## src/rtl/cnt_access_port.sv

```systemverilog
module cnt_access_port #(
  parameter int BYTE_W = 8
) (
  input  logic                clk,
  input  logic                rst_n,
  input  logic                wr_stb,
  input  logic [BYTE_W-1:0]   wr_data,
  input  logic                rd_stb,
  output logic [BYTE_W-1:0]   rd_data,
  input  logic                cmd_stb,
  input  logic [1:0]          cmd_mode,
  input  logic [2*BYTE_W-1:0] live_cnt,
  output logic [2*BYTE_W-1:0] reload_val,
  output logic                load_done
);
  localparam int CNT_W = 2 * BYTE_W;
  localparam logic [1:0] AM_LATCH = 2'b00;
  localparam logic [1:0] AM_LO    = 2'b01;
  localparam logic [1:0] AM_HI    = 2'b10;
  localparam logic [1:0] AM_LOHI  = 2'b11;

  logic [1:0]       mode_q;
  logic             wr_hi_q;
  logic             rd_hi_q;
  logic             held_q;
  logic [CNT_W-1:0] snap_q;

  wire is_latch = cmd_stb && (cmd_mode == AM_LATCH);
  wire is_prog  = cmd_stb && (cmd_mode != AM_LATCH);
  wire wr_go    = wr_stb && !cmd_stb;
  wire rd_go    = rd_stb && !cmd_stb;

  wire [CNT_W-1:0] rd_src = held_q ? snap_q : live_cnt;
  wire wr_to_hi = (mode_q == AM_HI) || ((mode_q == AM_LOHI) && wr_hi_q);
  wire wr_done  = wr_go && ((mode_q != AM_LOHI) || wr_hi_q);

  always_ff @(posedge clk) begin
    if (!rst_n) begin
      mode_q     <= AM_LOHI;
      wr_hi_q    <= 1'b0;
      rd_hi_q    <= 1'b0;
      held_q     <= 1'b0;
      snap_q     <= '0;
      rd_data    <= '0;
      reload_val <= '0;
      load_done  <= 1'b0;
    end else begin
      load_done <= wr_done;

      if (is_latch && !held_q) begin
        snap_q <= live_cnt;
        held_q <= 1'b1;
      end

      if (is_prog) begin
        mode_q  <= cmd_mode;
        wr_hi_q <= 1'b0;
        rd_hi_q <= 1'b0;
      end

      if (wr_go) begin
        if (wr_to_hi) reload_val[CNT_W-1:BYTE_W] <= wr_data;
        else          reload_val[BYTE_W-1:0]     <= wr_data;
        if (mode_q == AM_LOHI) wr_hi_q <= !wr_hi_q;
      end

      if (rd_go) begin
        rd_data <= rd_hi_q ? rd_src[CNT_W-1:BYTE_W] : rd_src[BYTE_W-1:0];
        rd_hi_q <= !rd_hi_q;
        if (rd_hi_q && held_q) held_q <= 1'b0;
      end
    end
  end
endmodule


```

## config.mk

```make
export PLATFORM = sky130hd
export DESIGN_NAME = cnt_access_port
export DESIGN_NICKNAME = d
export VERILOG_FILES = /design/src/rtl/cnt_access_port.sv
export SDC_FILE = /design/constraint.sdc
export NUM_CORES = 1
export LEC_CHECK = 0
export BUFFER_PORTS_ARGS = -buffer_cell sky130_fd_sc_hd__buf_2
export CAP_MARGIN = 30
export CORE_MARGIN = 4
export CORE_UTILIZATION = 30
export DETAILED_ROUTE_END_ITERATION = 8
export MAX_ROUTING_LAYER = met4
export PLACE_DENSITY = 0.6
export SETUP_SLACK_MARGIN = 0.05
export SYNTH_ARGS = -nofsm -noshare
export SYNTH_HDL_FRONTEND = slang
export SYNTH_SLANG_ARGS = --single-unit
```

## constraint.sdc

```tcl
create_clock -name clk -period 1.55 [get_ports clk]
set_input_delay 0.2325 -clock clk [delete_from_list [all_inputs] [get_ports clk]]
set_output_delay 0.2325 -clock clk [all_outputs]
set_load 0.005 [all_outputs]
```

==> out/summary.md <==
Route
* 0 — remaining routing DRC violations
* 4.86 — routed vias/inst
* 4380 µm — aggregate routed wire length
* 12.9 µm — mean routed wirelength per cell
* 0 — Post-DRT Antenna Nets
* 1651 — number of vias after detailed routing
* 4 — drt pass-1 iters
* 56 — DRT iter0 DRCs

Pwr
* 299 µV — worst voltage drop across the vdd grid
* 12.2% — power share of the combinational group
* 1.72 mW — cell internal pwr
* 25.0% — Switching Share
* 0.573 mW — Switching Power
* 1.06 nW — leak pwr
* 55.1% — power share of the sequential group
* 32.7% — clock network power share
* 943 nW/µm² — power density of the placed cells

Placed design
* 332 — placed cell count
* 2340 µm² — cell area after placement
* 55 — number of buffers added on ports
* 3190 µm — half-perimeter wire length after detailed placement
* 0.736 — global placer's final weighted congestion

Clock network
* 0 — Post CTS Setup Buffer Count
* 2 — number of buffers on the longest clock path
* 0.29 ns — Worst-Skew Late Latency
* sky130_fd_sc_hd__clkbuf_8 — Clock Tree Root
* 46 — Num Clock Sinks
* 5 — CTS buffer count
* 0.08 ns — clock input transition at the sequential cells of the worst setup and hold paths
* done — CTS tree
* 2 — CTS HTree Levels
* 0 — post-CTS resize count
* 0 — hold buffers post-CTS

Timing
* 0 — final hold violations
* 832 MHz — Fmax achieved
* 0.00289 ns — Worst Clk Skew
* 0.390 ns — Worst-Margin Slew
* 0 — final-report setup violation count
* false — RSZ-0062 raised after global routing
* 77.5% — post-route fraction of the period consumed by the critical path
* 1.20 ns — Period minus WS final
* 0.165 ns — tightest hold margin
* 0 ns — aggregate negative setup slack
* 74.0% — remaining max-slew budget at the tightest pin
* 0 — max-slew violation total from the final report

Global route
* 0 — initial antenna violation count
* 11.5% — total routing resource utilization after global routing
* 7660 µm — global-route wire length before repair
* 0 — remaining global-route overflow
* 1640 — via count of the first global-routing pass
* 40 — largest net degree at the start of global routing

Floorplan
* 90.1 µm — Chip Width
* 29 — number of rows in the core area
* 8120 µm² — die footprint
* 90.1 µm — height of the die
* 56 — boundary pin count
* 6460 µm² — CORE AREA
* 31.3% — starting density of the core

Logic synthesis
* 9.63 µm² — mean instance size in the synthesized netlist
* 210 — post-synthesis instance total
* 45.5% — sequential area share after synthesis
* 26 — count of different cell masters after synthesis
* 46 — FF+latch count, synth
* 2020 µm² — total standard cell area after synthesis
* 241 — Mapped Nets
* 0 — Synth warnings

Critical path
* 0.42 ns — largest incremental delay on the critical path
* buf_4, mux2i_1, o221ai_1 — critical path cell sequence
* register — Critical Path Start Type
* 1.72 ns — required time at the endpoint of the critical path
* sky130_fd_sc_hd__dfxtp_1 — cell with the largest stage delay on the worst path
* flip-flops — Top delay family on crit path
* register — nature of the critical path endpoint
* 1.37 ns — Worst EP arrival
* 1 — buffer and inverter count on the worst path
* 11 — largest fanout of any net on the critical path
* register to register — Worst Path Class, Setup

Final layout
* 2440 µm² — final standard cell area without fillers
* 20.5% — Area Growth Syn to Fin
* 293 — nets
* 0 — Antenna Cells
* 33.1% — fraction of layout instances using a drive strength above 1
* 340 — Final Instance Count excl. Fillers

Run status
* finished clean — run status

Hold path
* primary input to register — path class of the lowest-slack min-delay path

Run
* 0 — max-cap violations

==> layout make-up <==
type / instances / area (µm²)
fill: 672 / 4020
sequential: 46 / 921
clock inverter: 1 / 5.00
multi-input combinational: 148 / 995
timing repair buffer: 61 / 333
tap: 77 / 96.3
clock buffer: 7 / 86.3
==> final timing paths <==
| check | start | endpoint | slack (ns) | cells past startpoint |
|---|---|---|---|---|
| worst max register to register | held_q | rd_data[5] | 0.35 | 3 |
| worst max-delay path | held_q | rd_data[5] | 0.35 | 3 |
| worst min-delay path | live_cnt[2] | snap_q[2] | 0.17 | 3 |
| worst min register to register | reload_val[7] | reload_val[7] | 0.46 | 2 |
==> power groups by stage <==
stage / combinational, mW / clock, mW / sequential [mW]
after floorplan: 0.180 / 0 / 1.29
after global placement: 0.283 / 0 / 1.29
after detailed placement: 0.285 / 0 / 1.29
after CTS: 0.286 / 0.780 / 1.27
after global routing: 0.313 / 0.850 / 1.27
final: 0.281 / 0.751 / 1.26
==> per-layer routing <==
metal | part of all wire [%] | global-route usage [%] | vias to the layer above
met4 | 1.3 | 4.34 | 0
met1 | 48 | 14.2 | 771
li1 | - | - | 844
met2 | 47 | 18.7 | 29
met5 | 0 | - | -
met3 | 3.0 | 2.34 | 7
==> layout by cell type (no fill, tap or decap), drive strengths merged <==
| cell type | instances |
|---|---|
| nor2 | 1 |
| o211a | 1 |
| nand3 | 30 |
| o21ai | 17 |
| nand2b | 2 |
| nand3b | 1 |
| nand2 | 46 |
| o21a | 1 |
| dfxtp | 46 |
| buf | 61 |
| clkbuf | 7 |
| o221a | 1 |
| nand4b | 1 |
| mux2i | 32 |
| clkinv | 1 |
| nor4b | 1 |
| nor3b | 1 |
| o221ai | 8 |
| nor2b | 2 |
| o211ai | 1 |
| a21boi | 2 |
==> metrics by stage <==
| step | utilization [%] | total power [mW] | setup WS [ns] |
|---|---|---|---|
| after floorplan | - | 1.47 | 0.361 |
| after global placement | 36.3 | 1.57 | 0.286 |
| after detailed placement | 36.3 | 1.58 | 0.239 |
| after CTS | 37.7 | 2.33 | 0.335 |
| after global routing | 37.7 | 2.44 | 0.260 |
| final | 37.7 | 2.30 | 0.348 |
==> Yosys cell counts (all sizes together) <==
master  count  share of area, %
nand3b      1              0.37
clkbuf      4              0.74
o221a       1              0.56
mux2i      32                16
o221ai      8               3.5
buf        12               4.5
o211a       1              0.50
nor2b       2              0.62
nand4b      1              0.43
nand2      46               8.5
o211ai      1              0.37
nand3      30               8.4
dfxtp      46                46
nand2b      2              0.62
nor3b       1              0.37
nor2        1              0.19
o21a        1              0.37
o21ai      17               6.6
a21boi      2              0.74
nor4b       1               1.2
==> worst reg2reg max path, delay by kind of cell, from the launching register on <==
family                 cells  cell delay, ns
multiplexers               1            0.26
flip-flops                 1            0.42
AO/OA/AOI/OAI              1            0.14
buffers and inverters      1            0.26
==> logic make-up (layout without fill, tap and decap cells) <==
kind of cell	count (synthesis)	in the layout	share of synthesized area (%)
buf+inv	16	69	5.26
mux	32	32	15.8
simple gates	85	85	20.7
flops	46	46	45.5
compound gates	31	31	12.6
==> state kept, by name (all words and copies together), names as in the netlist <==
signal,count
reload_val,16
snap_q,16
rd_data,8
mode_q,2
held_q,1
load_done,1
rd_hi_q,1
wr_hi_q,1
Note: power is estimated with default switching activity, not from simulation.
